<file path="src/rtl/adc_sif_pkg.sv">
package adc_sif_pkg;

  typedef enum logic [2:0] {
    SEL_COMM   = 3'd0,
    SEL_SETUP  = 3'd1,
    SEL_CLOCK  = 3'd2,
    SEL_DATA   = 3'd3,
    SEL_TEST   = 3'd4,
    SEL_NOP    = 3'd5,
    SEL_OFFSET = 3'd6,
    SEL_GAIN   = 3'd7
  } sel_e;

  typedef enum logic {PH_CMD, PH_DATA} phase_e;

  localparam int unsigned WORD_W = 24;
  localparam int unsigned CONV_W = 16;
  localparam int unsigned CNT_W  = $clog2(WORD_W + 1);

  localparam logic [7:0]        SETUP_RST  = 8'h01;
  localparam logic [7:0]        CLOCK_RST  = 8'h05;
  localparam logic [WORD_W-1:0] OFFSET_RST = 24'h800000;
  localparam logic [WORD_W-1:0] GAIN_RST   = 24'h500000;

  typedef struct packed {
    logic              drdy_n;
    logic [6:0]        comm;
    logic [7:0]        setup;
    logic [7:0]        clock;
    logic [7:0]        test;
    logic [CONV_W-1:0] data;
    logic [WORD_W-1:0] offset;
    logic [WORD_W-1:0] gain;
  } regfile_t;

  localparam regfile_t RF_RST = '{
    drdy_n: 1'b1, comm: 7'h00, setup: SETUP_RST, clock: CLOCK_RST,
    test: 8'h00, data: '0, offset: OFFSET_RST, gain: GAIN_RST
  };

  function automatic logic [CNT_W-1:0] sel_bits(sel_e s);
    case (s)
      SEL_DATA:             sel_bits = CNT_W'(16);
      SEL_OFFSET, SEL_GAIN: sel_bits = CNT_W'(24);
      default:              sel_bits = CNT_W'(8);
    endcase
  endfunction

endpackage

</file>
<file path="src/rtl/adc_sif_sync.sv">
module adc_sif_sync #(
  parameter int unsigned STAGES = 2
) (
  input  logic clk,
  input  logic rst_n,
  input  logic sclk,
  input  logic cs_n,
  input  logic din,
  output logic sclk_rise,
  output logic sclk_fall,
  output logic cs_act,
  output logic din_s
);
  logic [STAGES-1:0] sk_p, cs_p, di_p;
  logic              sk_last;

  always_ff @(posedge clk or negedge rst_n) begin
    if (!rst_n) begin
      sk_p    <= '1;
      cs_p    <= '1;
      di_p    <= '0;
      sk_last <= 1'b1;
    end else begin
      sk_p    <= {sk_p[STAGES-2:0], sclk};
      cs_p    <= {cs_p[STAGES-2:0], cs_n};
      di_p    <= {di_p[STAGES-2:0], din};
      sk_last <= sk_p[STAGES-1];
    end
  end

  assign sclk_rise = sk_p[STAGES-1] & ~sk_last;
  assign sclk_fall = ~sk_p[STAGES-1] & sk_last;
  assign cs_act    = ~cs_p[STAGES-1];
  assign din_s     = di_p[STAGES-1];
endmodule

</file>
<file path="src/rtl/adc_sif_shift.sv">
module adc_sif_shift
  import adc_sif_pkg::*;
#(
  parameter int unsigned ONES_RUN = 32
) (
  input  logic              clk,
  input  logic              rst_n,
  input  logic              rise,
  input  logic              fall,
  input  logic              cs_act,
  input  logic              din,
  input  logic [CNT_W-1:0]  xfer_len,
  input  logic              load_tx,
  input  logic [WORD_W-1:0] tx_word,
  output logic              word_done,
  output logic [WORD_W-1:0] rx_word,
  output logic              sdo_bit,
  output logic              ones_hit
);
  localparam int unsigned RUN_W = $clog2(ONES_RUN + 1);

  logic [CNT_W-1:0]  cnt;
  logic [RUN_W-1:0]  run;
  logic [WORD_W-1:0] tx;

  always_ff @(posedge clk or negedge rst_n) begin
    if (!rst_n) begin
      cnt       <= '0;
      run       <= '0;
      tx        <= '0;
      rx_word   <= '0;
      word_done <= 1'b0;
      ones_hit  <= 1'b0;
    end else begin
      word_done <= 1'b0;
      ones_hit  <= 1'b0;
      if (!cs_act) begin
        cnt <= '0;
        run <= '0;
      end else if (rise) begin
        rx_word <= {rx_word[WORD_W-2:0], din};
        if (din && run == RUN_W'(ONES_RUN - 1)) begin
          run      <= '0;
          cnt      <= '0;
          ones_hit <= 1'b1;
        end else begin
          run <= din ? run + 1'b1 : '0;
          if (cnt == xfer_len - 1'b1) begin
            cnt       <= '0;
            word_done <= 1'b1;
          end else begin
            cnt <= cnt + 1'b1;
          end
        end
      end
      if (load_tx)
        tx <= tx_word;
      else if (cs_act && fall && cnt != '0)
        tx <= {tx[WORD_W-2:0], 1'b0};
    end
  end

  assign sdo_bit = tx[WORD_W-1];
endmodule

</file>
<file path="src/rtl/adc_sif_regs.sv">
module adc_sif_regs
  import adc_sif_pkg::*;
#(
  parameter int unsigned CAL_CYCLES = 64
) (
  input  logic              clk,
  input  logic              rst_n,
  input  logic              cs_act,
  input  logic              word_done,
  input  logic [WORD_W-1:0] rx_word,
  input  logic              ones_hit,
  input  logic              conv_valid,
  input  logic [CONV_W-1:0] conv_data,
  output logic [CNT_W-1:0]  xfer_len,
  output logic              load_tx,
  output logic [WORD_W-1:0] tx_word,
  output logic              rd_active,
  output logic              conv_ready,
  output logic              drdy_n,
  output logic              standby,
  output logic [1:0]        channel,
  output logic              cal_done,
  output logic              rd_data_done,
  output logic              setup_wr,
  output logic [7:0]        setup_q,
  output logic [7:0]        clock_q
);
  localparam int unsigned CAL_W = $clog2(CAL_CYCLES + 1);
  localparam int unsigned PAD8  = WORD_W - 8;
  localparam int unsigned PAD16 = WORD_W - CONV_W;

  regfile_t   rf;
  phase_e     phase;
  sel_e       cur_sel;
  logic       cur_rd;
  logic [CAL_W-1:0] cal_cnt;

  logic [7:0] cmd_byte;
  sel_e       cmd_sel;
  logic       cmd_rd, cmd_take, cmd_open, data_end, wr_end;

  assign cmd_byte = rx_word[7:0];
  assign cmd_sel  = sel_e'(cmd_byte[6:4]);
  assign cmd_rd   = cmd_byte[3];
  assign cmd_take = word_done && cs_act && !ones_hit && phase == PH_CMD && !cmd_byte[7];
  assign cmd_open = cmd_take && cmd_sel != SEL_NOP && (cmd_rd || cmd_sel != SEL_COMM);
  assign data_end = word_done && cs_act && !ones_hit && phase == PH_DATA;
  assign wr_end   = data_end && !cur_rd;

  assign setup_wr     = wr_end && cur_sel == SEL_SETUP;
  assign rd_data_done = data_end && cur_rd && cur_sel == SEL_DATA;
  assign cal_done     = cal_cnt == CAL_W'(1);
  assign rd_active    = phase == PH_DATA && cur_rd;
  assign conv_ready   = !(rd_active && cur_sel == SEL_DATA) && !rf.comm[2]
                        && cal_cnt == '0 && !ones_hit;
  assign xfer_len     = (phase == PH_DATA) ? sel_bits(cur_sel) : CNT_W'(8);
  assign load_tx      = cmd_open && cmd_rd;

  always_comb begin
    case (cmd_sel)
      SEL_COMM:   tx_word = {rf.drdy_n, cmd_byte[6:0], {PAD8{1'b0}}};
      SEL_SETUP:  tx_word = {rf.setup, {PAD8{1'b0}}};
      SEL_CLOCK:  tx_word = {rf.clock, {PAD8{1'b0}}};
      SEL_DATA:   tx_word = {rf.data, {PAD16{1'b0}}};
      SEL_TEST:   tx_word = {rf.test, {PAD8{1'b0}}};
      SEL_OFFSET: tx_word = rf.offset;
      SEL_GAIN:   tx_word = rf.gain;
      default:    tx_word = '0;
    endcase
  end

  always_ff @(posedge clk or negedge rst_n) begin
    if (!rst_n) begin
      rf      <= RF_RST;
      phase   <= PH_CMD;
      cur_sel <= SEL_COMM;
      cur_rd  <= 1'b0;
      cal_cnt <= '0;
    end else if (ones_hit) begin
      rf      <= RF_RST;
      phase   <= PH_CMD;
      cur_sel <= SEL_COMM;
      cur_rd  <= 1'b0;
      cal_cnt <= '0;
    end else begin
      if (!cs_act) begin
        phase <= PH_CMD;
      end else if (cmd_take) begin
        rf.comm <= cmd_byte[6:0];
        if (cmd_open) begin
          phase   <= PH_DATA;
          cur_sel <= cmd_sel;
          cur_rd  <= cmd_rd;
        end
      end else if (data_end) begin
        phase <= PH_CMD;
      end

      if (conv_valid && conv_ready) begin
        rf.data   <= conv_data;
        rf.drdy_n <= 1'b0;
      end
      if (rd_data_done) rf.drdy_n <= 1'b1;
      if (cal_cnt != '0) cal_cnt <= cal_cnt - 1'b1;
      if (cal_done) begin
        rf.setup[7:6] <= 2'b00;
        rf.drdy_n     <= 1'b0;
      end

      if (wr_end) begin
        case (cur_sel)
          SEL_SETUP: begin
            rf.setup <= rx_word[7:0];
            cal_cnt  <= (rx_word[7:6] != 2'b00) ? CAL_W'(CAL_CYCLES) : '0;
          end
          SEL_CLOCK:  rf.clock  <= {3'b000, rx_word[4:0]};
          SEL_TEST:   rf.test   <= rx_word[7:0];
          SEL_OFFSET: rf.offset <= rx_word;
          SEL_GAIN:   rf.gain   <= rx_word;
          default: ;
        endcase
      end
    end
  end

  assign drdy_n  = rf.drdy_n;
  assign standby = rf.comm[2];
  assign channel = rf.comm[1:0];
  assign setup_q = rf.setup;
  assign clock_q = rf.clock;
endmodule

</file>
<file path="src/rtl/adc_serial_port.sv">
module adc_serial_port
  import adc_sif_pkg::*;
#(
  parameter int unsigned SYNC_STAGES = 2,
  parameter int unsigned ONES_RUN    = 32,
  parameter int unsigned CAL_CYCLES  = 64
) (
  input  logic              clk,
  input  logic              rst_n,
  input  logic              sclk,
  input  logic              cs_n,
  input  logic              din,
  output logic              sdo,
  output logic              sdo_oe,
  input  logic              conv_valid,
  output logic              conv_ready,
  input  logic [CONV_W-1:0] conv_data,
  output logic              drdy_n,
  output logic              standby,
  output logic [1:0]        channel
);
  logic              sclk_rise, sclk_fall, cs_act, din_s;
  logic              word_done, ones_hit, sdo_bit, load_tx, rd_active;
  logic              cal_done, rd_data_done, setup_wr;
  logic [CNT_W-1:0]  xfer_len;
  logic [WORD_W-1:0] rx_word, tx_word;
  logic [7:0]        setup_q, clock_q;

  adc_sif_sync #(.STAGES(SYNC_STAGES)) u_sync (
    .clk(clk), .rst_n(rst_n), .sclk(sclk), .cs_n(cs_n), .din(din),
    .sclk_rise(sclk_rise), .sclk_fall(sclk_fall), .cs_act(cs_act), .din_s(din_s)
  );

  adc_sif_shift #(.ONES_RUN(ONES_RUN)) u_shift (
    .clk(clk), .rst_n(rst_n), .rise(sclk_rise), .fall(sclk_fall),
    .cs_act(cs_act), .din(din_s), .xfer_len(xfer_len), .load_tx(load_tx),
    .tx_word(tx_word), .word_done(word_done), .rx_word(rx_word),
    .sdo_bit(sdo_bit), .ones_hit(ones_hit)
  );

  adc_sif_regs #(.CAL_CYCLES(CAL_CYCLES)) u_regs (
    .clk(clk), .rst_n(rst_n), .cs_act(cs_act), .word_done(word_done),
    .rx_word(rx_word), .ones_hit(ones_hit), .conv_valid(conv_valid),
    .conv_data(conv_data), .xfer_len(xfer_len), .load_tx(load_tx),
    .tx_word(tx_word), .rd_active(rd_active), .conv_ready(conv_ready),
    .drdy_n(drdy_n), .standby(standby), .channel(channel),
    .cal_done(cal_done), .rd_data_done(rd_data_done), .setup_wr(setup_wr),
    .setup_q(setup_q), .clock_q(clock_q)
  );

  assign sdo_oe = rd_active && cs_act;
  assign sdo    = sdo_oe & sdo_bit;
endmodule

</file>
<file path="config.mk">
export PLATFORM = sky130hd
export DESIGN_NAME = adc_serial_port
export DESIGN_NICKNAME = d
export VERILOG_FILES = /design/src/rtl/adc_sif_pkg.sv /design/src/rtl/adc_sif_sync.sv /design/src/rtl/adc_sif_shift.sv /design/src/rtl/adc_sif_regs.sv /design/src/rtl/adc_serial_port.sv
export SDC_FILE = /design/constraint.sdc
export NUM_CORES = 1
export LEC_CHECK = 0
export BUFFER_PORTS_ARGS = -buffer_cell sky130_fd_sc_hd__buf_2
export CORE_MARGIN = 2
export CORE_UTILIZATION = 61
export CTS_CLUSTER_SIZE = 40
export DETAILED_ROUTE_END_ITERATION = 8
export PLACE_DENSITY = 0.79
export SETUP_SLACK_MARGIN = 0.05
export SLEW_MARGIN = 20
export SYNTH_ARGS = -nofsm -noshare
export SYNTH_HDL_FRONTEND = slang
export SYNTH_SLANG_ARGS = --single-unit
</file>
<file path="constraint.sdc">
create_clock -name clk -period 2.8 [get_ports clk]
set_input_delay 0.42 -clock clk [delete_from_list [all_inputs] [get_ports clk]]
set_output_delay 0.42 -clock clk [all_outputs]
set_load 0.03 [all_outputs]
</file>
==> results_tabular.tex, run 1 <==
\begin{tabular}{lr}
\hline
Metric & Value \\
\hline
\multicolumn{2}{l}{\textbf{Logic synthesis}} \\
\quad FFs w/ async S/R, synth & 100\% \\
\quad Synth Warn \# & 0 \\
\quad Number of synthesized flops with an enable pin & 0 \\
\quad Fraction of synthesized area in multiplexers & 11.6\% \\
\quad Sequential area share after synthesis & 53.3\% \\
\quad Compound-cell area share of the yosys netlist & 12.0\% \\
\quad Most used flip-flop cell after synthesis & dfrtp\_1 \\
\quad Main combinational cell family by area after synthesis & simple AND/OR/NAND/NOR gates \\
\quad Synthesized instance count & 802 \\
\quad Register bit total from synthesis & 169 \\
\quad Number of nets produced by synthesis & 830 \\
\quad Post-Syn Area per Cell & 9.93 µm² \\
\quad Number of library cell types mapped by synthesis & 60 \\
\quad Adder-cell share of the synthesized area & 0.943\% \\
\quad Synthesized-area fraction occupied by xor and xnor cells & 1.21\% \\
\quad Cell area after synthesis & 7970 µm² \\
\quad Simple-gate share of the synthesized area & 17.0\% \\
\multicolumn{2}{l}{\textbf{Worst setup path}} \\
\quad Reg2Reg Setup Slack & 0.66 ns \\
\quad Slowest-stage cell, CP & dfrtp\_1 \\
\quad Family with the most delay on the worst path & simple AND/OR/NAND/NOR gates \\
\quad Type of destination of the critical path & output port \\
\quad Critical Setup Path Class & flip-flop to output port \\
\quad Max incr delay on CP & 0.42 ns \\
\quad Worst-path cell chain & nor3\_1 -> and3\_1 -> and3\_1 -> buf\_2 \\
\quad WP data arrival & 1.78 ns \\
\quad Largest fanout on the critical path & 4 \\
\quad Most Frequent Cell on Critical Path & and3\_1 \\
\quad Type of origin of the critical path & flip-flop \\
\quad Worst endpoint required time & 2.38 ns \\
\quad Worst path bufs/invs & 1 \\
\multicolumn{2}{l}{\textbf{Floorplanning}} \\
\quad Width of the chip & 118 µm \\
\quad Core Footprint & 12700 µm² \\
\quad Die area & 14000 µm² \\
\quad Number of rows in the core area & 41 \\
\quad Die height & 118 µm \\
\quad Initial Util & 62.9\% \\
\quad \# IOs & 29 \\
\multicolumn{2}{l}{\textbf{Clocking}} \\
\quad Skew-Pair Late Insertion Delay & 0.44 ns \\
\quad TritonCTS clock tree & done \\
\quad Number of buffers inserted during clock tree synthesis & 17 \\
\quad TritonCTS sink count & 169 \\
\quad Clock edge transition at the registers on the reported setup and hold paths & 0.06 ns \\
\quad Number of instances resized during post-cts repair & 0 \\
\quad Clock root cell & clkbuf\_16 \\
\quad Maximum count of clock buffers along a single path & 2 \\
\quad H-tree lvl count & 4 \\
\multicolumn{2}{l}{\textbf{Timing}} \\
\quad Slew at the pin closest to its max-slew limit & 0.810 ns \\
\quad Worst setup skew after layout & 0.0101 ns \\
\quad Tightest hold margin & 0.0844 ns \\
\quad Final hold violations & 0 \\
\quad Final sum of negative setup slack & 0 ns \\
\quad Slew Limit Headroom & 45.9\% \\
\quad Fin crit share & 78.4\% \\
\quad Max Slew Vio Count & 0 \\
\quad Highest clock rate & 0.455 GHz \\
\quad Setup repair after global routing missed its margin & no \\
\quad Setup violations, final & 0 \\
\quad Final min period & 2.20 ns \\
\multicolumn{2}{l}{\textbf{GRT}} \\
\quad Overflow left after global routing & 0 \\
\quad Maximum number of pins on one net before global-route repair & 66 \\
\quad Number of global-route vias before repair & 5801 \\
\quad Total track usage & 27.3\% \\
\quad Number of antenna violations at the first check in global routing & 0 \\
\quad First-pass GRT wire length & 30100 µm \\
\multicolumn{2}{l}{\textbf{Final layout}} \\
\quad Multi-input combinational cell area & 3440 µm² \\
\quad Filler instances & 947 \\
\quad Fraction of layout instances using a drive strength above 1 & 16.6\% \\
\quad Final net count & 840 \\
\quad Final standard cell area without fillers & 8870 µm² \\
\quad Post-layout utilization of the core & 70.0\% \\
\quad Register area & 4250 µm² \\
\quad Signed area change from the synthesized netlist to the final layout & 11.4\% \\
\quad Antenna diode count & 0 \\
\multicolumn{2}{l}{\textbf{Routing}} \\
\quad Initial detailed-routing violation count & 583 \\
\quad Total routed wirelength & 18000 µm \\
\quad Final routed DRC violation total & 0 \\
\quad Number of antenna-violating nets in the routed design & 0 \\
\quad Final routed wire length divided by cell count & 18.0 µm \\
\quad Number of vias per cell after detailed routing & 5.96 \\
\quad Number of detailed-route iterations in the first pass & 5 \\
\quad Vias after detailed routing & 5943 \\
\multicolumn{2}{l}{\textbf{Placed design}} \\
\quad Placed wire-length estimate after detailed placement & 11300 µm \\
\quad RD Place Congestion & 0.846 \\
\quad \# port buffers & 28 \\
\quad Instance area after placement & 8270 µm² \\
\multicolumn{2}{l}{\textbf{Pwr}} \\
\quad Switching fraction of total power & 25.5\% \\
\quad Pwr per Cell Area & 620 nW/µm² \\
\quad Combinational fraction of design power & 9.6\% \\
\quad Internal power & 4.09 mW \\
\quad Seq pwr share & 47.6\% \\
\quad Leakage power figure & 4.10 nW \\
\quad Psw & 1.40 mW \\
\quad Max VDD drop & 486 µV \\
\quad Clock group share of total power & 42.8\% \\
\multicolumn{2}{l}{\textbf{Run}} \\
\quad Number of maximum-capacitance constraint violations & 0 \\
\multicolumn{2}{l}{\textbf{Worst hold path}} \\
\quad Min-delay worst type & input pin to flip-flop \\
\multicolumn{2}{l}{\textbf{Status}} \\
\quad Status & complete, no violations \\
\hline
\end{tabular}
==> routing by layer <==
metal | part of all wire (%) | global-route usage (%)
met4 | 1.7 | 8.51
met3 | 5.8 | 6.42
met5 | 0 | 0
met1 | 44 | 37.7
met2 | 49 | 42.9
==> logic make-up (layout without fill, tap and decap cells) <==
family,count (synthesis),after routing
fa+ha+maj,6,6
buf+inv,72,95
flops,169,169
mux,87,87
simple gates,299,299
xor+xnor,11,11
compound gates,158,158
==> worst paths after layout <==
| kind | start | to | cells after the start |
|---|---|---|---|
| max | u_regs.cal_cnt[4]$_DFF_PN0_ | conv_ready | 4 |
| min reg2reg | u_sync.di_p[0]$_DFF_PN0_ | u_sync.di_p[1]$_DFF_PN0_ | 0 |
| min in group asynchronous | rst_n | u_regs.cal_cnt[2]$_DFF_PN0_ | 2 |
| max reg2reg | u_shift.cnt[0]$_DFFE_PN0P_ | u_shift.tx[16]$_DFFE_PN0P_ | 7 |
| min | sclk | u_sync.sk_p[0]$_DFF_PN1_ | 1 |
| max in group asynchronous | rst_n | u_regs.rf[20]$_DFFE_PN1P_ | 3 |
==> metrics by stage <==
step	std cells	power, mW	setup WS, ns
global placement	964	3.16	0.734
finish	997	5.50	0.604
CTS	997	5.52	0.590
floorplan	802	2.97	0.846
detailed placement	964	3.18	0.657
global route	997	5.69	0.479
==> power by group through the flow <==
stage	registers, mW	clock network (mW)	logic (mW)
after floorplan	2.58	0	0.391
after global placement	2.65	0	0.507
after detailed placement	2.66	0	0.523
after CTS	2.61	2.38	0.529
after global routing	2.62	2.49	0.580
final	2.62	2.35	0.530
==> synthesized netlist by cell type (3+ instances only) <==
cell,instances,area (µm²)
nand2_1,189,709
dfrtp_1,157,3930
a21oi_1,78,390
mux2i_1,53,531
clkbuf_1,41,154
mux2_2,33,372
nor2_1,32,120
o21ai_0,30,150
nor2b_1,20,125
nand3_1,16,80.1
dfstp_2,12,315
buf_2,11,55.1
inv_1,11,41.3
o2bb2ai_1,9,78.8
xnor2_1,7,61.3
and3_1,6,37.5
ha_1,6,75.1
nor3_1,6,30.0
a22o_1,5,43.8
a22oi_1,5,37.5
nand4_1,5,31.3
nor3b_1,5,37.5
xor2_1,4,35.0
a221o_1,3,30.0
a2bb2oi_1,3,26.3
a31oi_1,3,18.8
and2_1,3,18.8
buf_6,3,33.8
nand2b_1,3,18.8
o211ai_1,3,22.5
==> timing repair <==
item	in CTS	in global routing
setup buffers	0	0
hold endpoints to repair	29	0
hold buffers	1	0
==> state kept, by name, summed over array words and instances (netlist names), 2 cells and up <==
| register | flops |
|---|---|
| u_shift.run | 6 |
| u_regs.setup_q | 8 |
| u_regs.cur_sel | 3 |
| u_regs.channel | 2 |
| u_shift.cnt | 5 |
| u_regs.rf | 72 |
| u_regs.clock_q | 5 |
| u_shift.rx_word | 24 |
| u_sync.cs_p | 2 |
| u_sync.di_p | 2 |
| u_sync.sk_p | 2 |
| u_shift.tx | 24 |
| u_regs.cal_cnt | 7 |
==> layout make-up <==
class / count / area share [%]
well taps: 172 / 2.43
inverters: 11 / 0.465
repair buffers: 52 / 3.85
multi-input cells: 561 / 38.7
clock buffers: 22 / 5.34
clock inverters: 10 / 1.33
flip-flops and latches: 169 / 47.8
==> cells in the final DEF (no fill, tap or decap), drive strengths merged, types with 4 or more instances in the layout <==
cell	instances
a22oi	5
clkbuf	22
clkinv	6
mux2	33
o21ai	32
o2bb2ai	9
nor3b	6
a21oi	78
xnor2	7
ha	6
xor2	4
mux2i	53
and3	6
nor2	32
nor2b	20
buf	51
nor3	6
inv	12
nand2	189
a22o	5
dfstp	12
nand4	5
nand3	16
dfrtp	157
(Power assumes the default switching activity.)
==> run 2: changes to the inputs <==
Settings changed: CORE_UTILIZATION 61 to 56, PLACE_DENSITY 0.79 to 0.76.
Clock period 2.8 ns to 2 ns, I/O delays scaled along.
==> results_tabular.tex, run 2 (synthesis results as in run 1) <==
\begin{tabular}{lr}
\hline
Metric & Value \\
\hline
\multicolumn{2}{l}{\textbf{Clocking}} \\
\quad Maximum count of clock buffers along a single path & 2 \\
\quad Clock root cell & clkbuf\_16 \\
\quad Clock edge transition at the registers on the reported setup and hold paths & 0.06 ns \\
\quad Skew-Pair Late Insertion Delay & 0.43 ns \\
\quad TritonCTS clock tree & done \\
\quad H-tree lvl count & 4 \\
\quad Number of buffers inserted during clock tree synthesis & 17 \\
\quad TritonCTS sink count & 169 \\
\multicolumn{2}{l}{\textbf{Floorplanning}} \\
\quad \# IOs & 29 \\
\quad Width of the chip & 123 µm \\
\quad Number of rows in the core area & 43 \\
\quad Die height & 123 µm \\
\quad Die area & 15200 µm² \\
\quad Core Footprint & 13900 µm² \\
\quad Initial Util & 57.4\% \\
\multicolumn{2}{l}{\textbf{Final layout}} \\
\quad Commonest cells after routing, fill and taps aside & 189 x nand2\_1, 153 x dfrtp\_1, 78 x a21oi\_1, 53 x mux2i\_1, 48 x buf\_4 \\
\quad Max FFs per register & 72 \\
\quad Registers with the most flip-flops & u\_regs.rf (72), u\_shift.rx\_word (24), u\_shift.tx (24) \\
\quad Post-layout utilization of the core & 67.4\% \\
\quad Fraction of layout instances using a drive strength above 1 & 21.9\% \\
\quad Signed area change from the synthesized netlist to the final layout & 17.5\% \\
\quad Most common cell after layout, fill and taps aside & nand2\_1 \\
\quad Antenna diode count & 0 \\
\quad Finished Layout Cells & 1043 \\
\quad Final net count & 878 \\
\quad Top reg by flops & u\_regs.rf \\
\multicolumn{2}{l}{\textbf{Pwr}} \\
\quad Seq pwr share & 45.5\% \\
\quad Pwr per Cell Area & 853 nW/µm² \\
\quad Internal power & 5.97 mW \\
\quad Switching fraction of total power & 25.2\% \\
\quad Leakage power figure & 4.36 nW \\
\quad Max VDD drop & 647 µV \\
\quad Combinational fraction of design power & 11.1\% \\
\quad Psw & 2.01 mW \\
\quad Clock group share of total power & 43.4\% \\
\quad Total power of the final layout & 7.99 mW \\
\multicolumn{2}{l}{\textbf{Timing}} \\
\quad Fin crit share & 96.3\% \\
\quad Highest clock rate & 0.519 GHz \\
\quad Worst setup skew after layout & 0.00728 ns \\
\quad Max Slew Vio Count & 0 \\
\quad Tightest hold margin & 0.0956 ns \\
\quad Slew at the pin closest to its max-slew limit & 0.530 ns \\
\quad Final hold violations & 0 \\
\quad Slew Limit Headroom & 64.7\% \\
\quad Final min period & 1.93 ns \\
\quad Setup violations, final & 0 \\
\quad Setup repair after global routing missed its margin & yes \\
\multicolumn{2}{l}{\textbf{Worst setup path}} \\
\quad Type of destination of the critical path & output port \\
\quad Slowest-stage cell, CP & dfrtp\_2 \\
\quad Worst path bufs/invs & 1 \\
\quad Worst-path cell chain & nor2b\_2 -> nand4\_1 -> and3\_4 -> buf\_6 \\
\quad Reg2Reg Setup Slack & 0.10 ns \\
\quad Family with the most delay on the worst path & simple AND/OR/NAND/NOR gates \\
\quad Worst endpoint required time & 1.70 ns \\
\quad Largest fanout on the critical path & 5 \\
\quad Depth of the worst register-to-register path & 9 \\
\quad Critical Setup Path Class & flip-flop to output port \\
\quad Type of origin of the critical path & flip-flop \\
\quad WP data arrival & 1.63 ns \\
\quad Endpoint of the worst register-to-register path & u\_shift.tx[19]\$\_DFFE\_PN0P\_ \\
\quad Beginning of the worst register-to-register path & u\_shift.cnt[0]\$\_DFFE\_PN0P\_ \\
\quad Max incr delay on CP & 0.45 ns \\
\multicolumn{2}{l}{\textbf{Worst hold path}} \\
\quad Start point of the worst min-delay path & conv\_data[14] \\
\quad Worst Hold Path EP & u\_regs.rf[62]\$\_DFFE\_PN0P\_ \\
\quad Min-delay worst type & input pin to flip-flop \\
\quad Worst hold path stage count & 2 \\
\multicolumn{2}{l}{\textbf{GRT}} \\
\quad Number of global-route vias before repair & 6288 \\
\quad Total track usage & 27.5\% \\
\quad Overflow left after global routing & 0 \\
\quad First-pass GRT wire length & 31900 µm \\
\quad Met1 track utilization from global routing & 35.5\% \\
\quad Number of antenna violations at the first check in global routing & 0 \\
\quad Met3 capacity usage during global routing & 5.30\% \\
\quad Maximum number of pins on one net before global-route repair & 76 \\
\quad Met2 capacity usage during global routing & 46.3\% \\
\quad Most used routing layer & met2 \\
\multicolumn{2}{l}{\textbf{Placed design}} \\
\quad Placed Instances & 992 \\
\quad \# port buffers & 28 \\
\quad Placed wire-length estimate after detailed placement & 12300 µm \\
\quad RD Place Congestion & 0.856 \\
\multicolumn{2}{l}{\textbf{Routing}} \\
\quad Vias after detailed routing & 6232 \\
\quad Number of detailed-route iterations in the first pass & 7 \\
\quad Initial detailed-routing violation count & 511 \\
\quad Number of antenna-violating nets in the routed design & 0 \\
\quad Total routed wirelength & 19500 µm \\
\quad Final routed DRC violation total & 0 \\
\quad Final routed wire length divided by cell count & 18.7 µm \\
\quad Number of vias per cell after detailed routing & 5.98 \\
\multicolumn{2}{l}{\textbf{Status}} \\
\quad Status & complete, no violations \\
\multicolumn{2}{l}{\textbf{Run}} \\
\quad Number of maximum-capacitance constraint violations & 0 \\
\hline
\end{tabular}
run 2: repair_timing:
item | 4_1_cts | 5_1_grt
gates resized for setup | 12 | 9
hold endpoints to repair | 33 | 0
cloned | 0 | 0
endpoints found under the setup margin | 18 | 9
hold buffers | 4 | 0
buffers inserted | 5 | 10
pin swaps | 2 | 3
run 2: power groups by stage:
stage,clock network (mW),registers [mW],logic [mW]
final,3.46,3.64,0.887
after global routing,3.66,3.64,0.960
after CTS,3.51,3.63,0.871
after detailed placement,0,3.69,0.851
after global placement,0,3.69,0.842
after floorplan,0,3.61,0.548
run 2: how the worst max path moves through the flow:
| stage | start | to | slack, ns | cells past startpoint |
|---|---|---|---|---|
| floorplan | u_shift.cnt[0]$_DFFE_PN0P_ | u_shift.tx[1]$_DFFE_PN0P_ | 0.14 | 7 |
| global placement | u_shift.cnt[0]$_DFFE_PN0P_ | u_shift.tx[16]$_DFFE_PN0P_ | 0.08 | 7 |
| detailed placement | u_shift.cnt[0]$_DFFE_PN0P_ | u_shift.tx[4]$_DFFE_PN0P_ | -0.01 | 8 |
| CTS | u_regs.cur_sel[2]$_DFFE_PN0P_ | conv_ready | 0.06 | 4 |
| global route | u_regs.cur_sel[2]$_DFFE_PN0P_ | conv_ready | -0.01 | 4 |
| finish | u_regs.cur_sel[2]$_DFFE_PN0P_ | conv_ready | 0.07 | 4 |
run 2: layer usage:
layer / share of wire (%) / routed length, µm
met5: 0 / 0
met4: 1.8 / 359
met3: 5.3 / 1040
met2: 50 / 9730
met1: 43 / 8390
run 2: area by class of cell:
type / instances / area (µm²)
Fill cell: 1041 / 4520
Sequential cell: 169 / 4250
Multi-Input combinational cell: 561 / 3490
Timing Repair Buffer: 90 / 729
Clock buffer: 17 / 425
Tap cell: 180 / 225
Clock inverter: 15 / 201
Inverter: 11 / 41.3
run 2: metrics by stage:
stage / instance area, µm² / setup slack (ns) / TNS (ns)
after global routing: 9360 / -0.0138 / -0.0138
after detailed placement: 8520 / -0.0114 / -0.0114
after global placement: 8520 / 0.0791 / 0
after floorplan: 7970 / 0.138 / 0
final: 9360 / 0.0748 / 0
after CTS: 9250 / 0.0569 / 0
run 2: worst reg2reg max path, cell delays in order (launching register included):
cell and delay [ns]:
dfrtp_1 0.37, inv_2 0.05, ha_2 0.18, nor4b_4 0.13, nor4_4 0.27, buf_12 0.16
buf_2 0.18, buf_4 0.14, mux2i_1 0.18, a22oi_1 0.10
==> run 3: changes to the inputs <==
Settings changed: SYNTH_HIERARCHICAL from default to 1.
==> results_tabular.tex, run 3 <==
\begin{tabular}{lr}
\hline
Metric & Value \\
\hline
\multicolumn{2}{l}{\textbf{Worst hold path}} \\
\quad Worst hold path stage count & 3 \\
\quad Min-delay worst type & input pin to flip-flop \\
\quad Start point of the worst min-delay path & conv\_data[0] \\
\multicolumn{2}{l}{\textbf{Routing}} \\
\quad Final routed DRC violation total & 0 \\
\quad Total routed wirelength & 20300 µm \\
\quad Number of antenna-violating nets in the routed design & 0 \\
\quad Initial detailed-routing violation count & 814 \\
\quad Number of vias per cell after detailed routing & 6.02 \\
\quad Final routed wire length divided by cell count & 18.5 µm \\
\quad Number of detailed-route iterations in the first pass & 5 \\
\quad Vias after detailed routing & 6583 \\
\multicolumn{2}{l}{\textbf{Clocking}} \\
\quad Maximum count of clock buffers along a single path & 2 \\
\quad Number of buffers inserted during clock tree synthesis & 17 \\
\quad Clock edge transition at the registers on the reported setup and hold paths & 0.07 ns \\
\quad Skew-Pair Late Insertion Delay & 0.44 ns \\
\quad H-tree lvl count & 4 \\
\quad TritonCTS clock tree & done \\
\quad TritonCTS sink count & 169 \\
\quad Clock root cell & clkbuf\_16 \\
\multicolumn{2}{l}{\textbf{GRT}} \\
\quad Maximum number of pins on one net before global-route repair & 54 \\
\quad First-pass GRT wire length & 33600 µm \\
\quad Overflow left after global routing & 0 \\
\quad Total track usage & 26.8\% \\
\quad Number of antenna violations at the first check in global routing & 0 \\
\quad Most used routing layer & met2 \\
\quad Met2 capacity usage during global routing & 43.8\% \\
\quad Met1 track utilization from global routing & 34.4\% \\
\quad Met3 capacity usage during global routing & 4.71\% \\
\quad Number of global-route vias before repair & 6755 \\
\multicolumn{2}{l}{\textbf{Worst setup path}} \\
\quad Depth of the worst register-to-register path & 8 \\
\quad Beginning of the worst register-to-register path & u\_regs/cur\_sel[2]\$\_DFFE\_PN0P\_ \\
\quad Worst endpoint required time & 2.31 ns \\
\quad WP data arrival & 2.31 ns \\
\quad Critical path origin & u\_regs/cur\_sel[2]\$\_DFFE\_PN0P\_ \\
\quad Type of origin of the critical path & flip-flop \\
\quad Largest fanout on the critical path & 3 \\
\quad Critical Setup Path Class & flip-flop to flip-flop \\
\quad Type of destination of the critical path & flip-flop \\
\multicolumn{2}{l}{\textbf{Final layout}} \\
\quad Multi-input combinational cell area & 3770 µm² \\
\quad Signed area change from the synthesized netlist to the final layout & 18.5\% \\
\quad Post-layout utilization of the core & 67.7\% \\
\quad Filler instances & 1069 \\
\quad Top reg by flops & u\_regs/rf \\
\quad Registers with the most flip-flops & u\_regs/rf (72), u\_shift/rx\_word (24), u\_shift/tx (24) \\
\quad Register area & 4250 µm² \\
\quad Final net count & 925 \\
\quad Max FFs per register & 72 \\
\quad Antenna diode count & 0 \\
\quad Most common cell after layout, fill and taps aside & nand2\_1 \\
\quad Commonest cells after routing, fill and taps aside & 189 x nand2\_1, 153 x dfrtp\_1, 66 x a21oi\_1, 48 x mux2i\_1, 46 x buf\_4 \\
\quad Fraction of layout instances using a drive strength above 1 & 23.4\% \\
\multicolumn{2}{l}{\textbf{Logic synthesis}} \\
\quad Synth Warn \# & 6 \\
\quad Post-Syn Area per Cell & 9.78 µm² \\
\quad Synthesized instance count & 842 \\
\quad Cell area after synthesis & 8240 µm² \\
\multicolumn{2}{l}{\textbf{Timing}} \\
\quad Setup violations, final & 1 \\
\quad Worst setup skew after layout & 0.0115 ns \\
\quad Slew at the pin closest to its max-slew limit & 0.663 ns \\
\quad Final min period & 2.01 ns \\
\quad Highest clock rate & 0.498 GHz \\
\quad Final hold violations & 0 \\
\quad Max Slew Vio Count & 0 \\
\quad Setup repair after global routing missed its margin & yes \\
\quad Setup WS post-layout & -0.00730 ns \\
\quad Fin crit share & 100\% \\
\quad Slew Limit Headroom & 55.3\% \\
\multicolumn{2}{l}{\textbf{Pwr}} \\
\quad Pwr per Cell Area & 978 nW/µm² \\
\quad Max VDD drop & 679 µV \\
\quad Leakage power figure & 4.41 nW \\
\quad Total power of the final layout & 9.55 mW \\
\multicolumn{2}{l}{\textbf{Placed design}} \\
\quad RD Place Congestion & 0.888 \\
\quad Placed wire-length estimate after detailed placement & 12400 µm \\
\quad \# port buffers & 28 \\
\multicolumn{2}{l}{\textbf{Floorplanning}} \\
\quad Initial Util & 57.1\% \\
\quad Number of rows in the core area & 44 \\
\quad Die height & 125 µm \\
\quad Width of the chip & 125 µm \\
\quad Core Footprint & 14400 µm² \\
\quad Die area & 15700 µm² \\
\quad \# IOs & 29 \\
\multicolumn{2}{l}{\textbf{Run}} \\
\quad Number of maximum-capacitance constraint violations & 0 \\
\multicolumn{2}{l}{\textbf{Status}} \\
\quad Failing checks & setup timing \\
\quad Status & complete, but fails checks \\
\hline
\end{tabular}
==> run 3: cell types whose count changed in the layout (fill, tap and decap cells not counted), sizes merged, moves of 5 or more <==
cell | previous run | this run
mux2 | 33 | 39
o21ai | 32 | 51
a21oi | 78 | 66
a32oi | 0 | 5
nor3 | 6 | 12
nor2 | 32 | 44
mux2i | 53 | 48
a22oi | 5 | 13
o2bb2ai | 9 | 0
==> run 3: routing by layer <==
metal  wire, µm  vias up
li1           -     3009
met1       8480     3216
met4        787        0
met3       1130       68
met2       9850      290
met5          0        -
==> run 3: area by class of cell <==
| cell class | count | area share (%) |
|---|---|---|
| Inverter | 13 | 0.525 |
| Multi-Input combinational cell | 601 | 38.6 |
| Clock buffer | 20 | 4.68 |
| Clock inverter | 12 | 1.19 |
| Timing Repair Buffer | 95 | 9.10 |
| Sequential cell | 169 | 43.5 |
| Tap cell | 184 | 2.36 |
==> run 3: power by group <==
part           total (mW)  internal [mW]  switching [mW]
Clock                3.18           1.79            1.39
Sequential           4.06           3.74           0.323
Combinational        2.31           1.04            1.27
Total                9.55           6.57            2.98
==> run 3: what timing repair did <==
action,4_1_cts,5_1_grt
setup endpoints to repair,26,46
buffers inserted,11,4
cloned,3,1
hold buffers,4,0
gates resized for setup,31,15
hold endpoints to repair,35,0
pin swaps,6,9
==> run 3: per-stage QoR <==
stage / instances / TNS [ns] / setup slack, ns / hold WS, ns / cell area (µm²)
detailed placement: 1039 / -0.0141 / -0.0141 / 0.243 / 8760
finish: 1094 / -0.00730 / -0.00730 / 0.0671 / 9760
CTS: 1089 / -0.0380 / -0.0380 / 0.0582 / 9640
global placement: 1039 / 0 / 0.104 / 0.238 / 8760
floorplan: 844 / 0 / 0.0637 / 0.00441 / 8250
global route: 1094 / -0.388 / -0.0779 / 0.0688 / 9760
==> run 3: critical path, cell delays in order (launching register included) <==
cell and delay [ns]:
dfrtp_1 0.38, and4b_1 0.32, buf_6 0.12, inv_4 0.04
nor4bb_1 0.26, o211a_1 0.31, o21ai_4 0.10, a32oi_2 0.25
mux2i_1 0.10
==> run 3: worst paths after layout <==
| check | end | slack (ns) |
|---|---|---|
| worst max-delay path | u_shift/cnt[4]$_DFFE_PN0P_ | -0.007 |
| worst min-delay path | u_regs/rf[48]$_DFFE_PN0P_ | 0.07 |
| worst max register to register | u_shift/cnt[4]$_DFFE_PN0P_ | -0.007 |
| worst min register to register | u_sync/di_p[1]$_DFF_PN0_ | 0.35 |
| max in group asynchronous | u_regs/rf[47]$_DFFE_PN1P_ | 0.99 |
| min in group asynchronous | u_regs/cal_cnt[0]$_DFF_PN0_ | 0.35 |
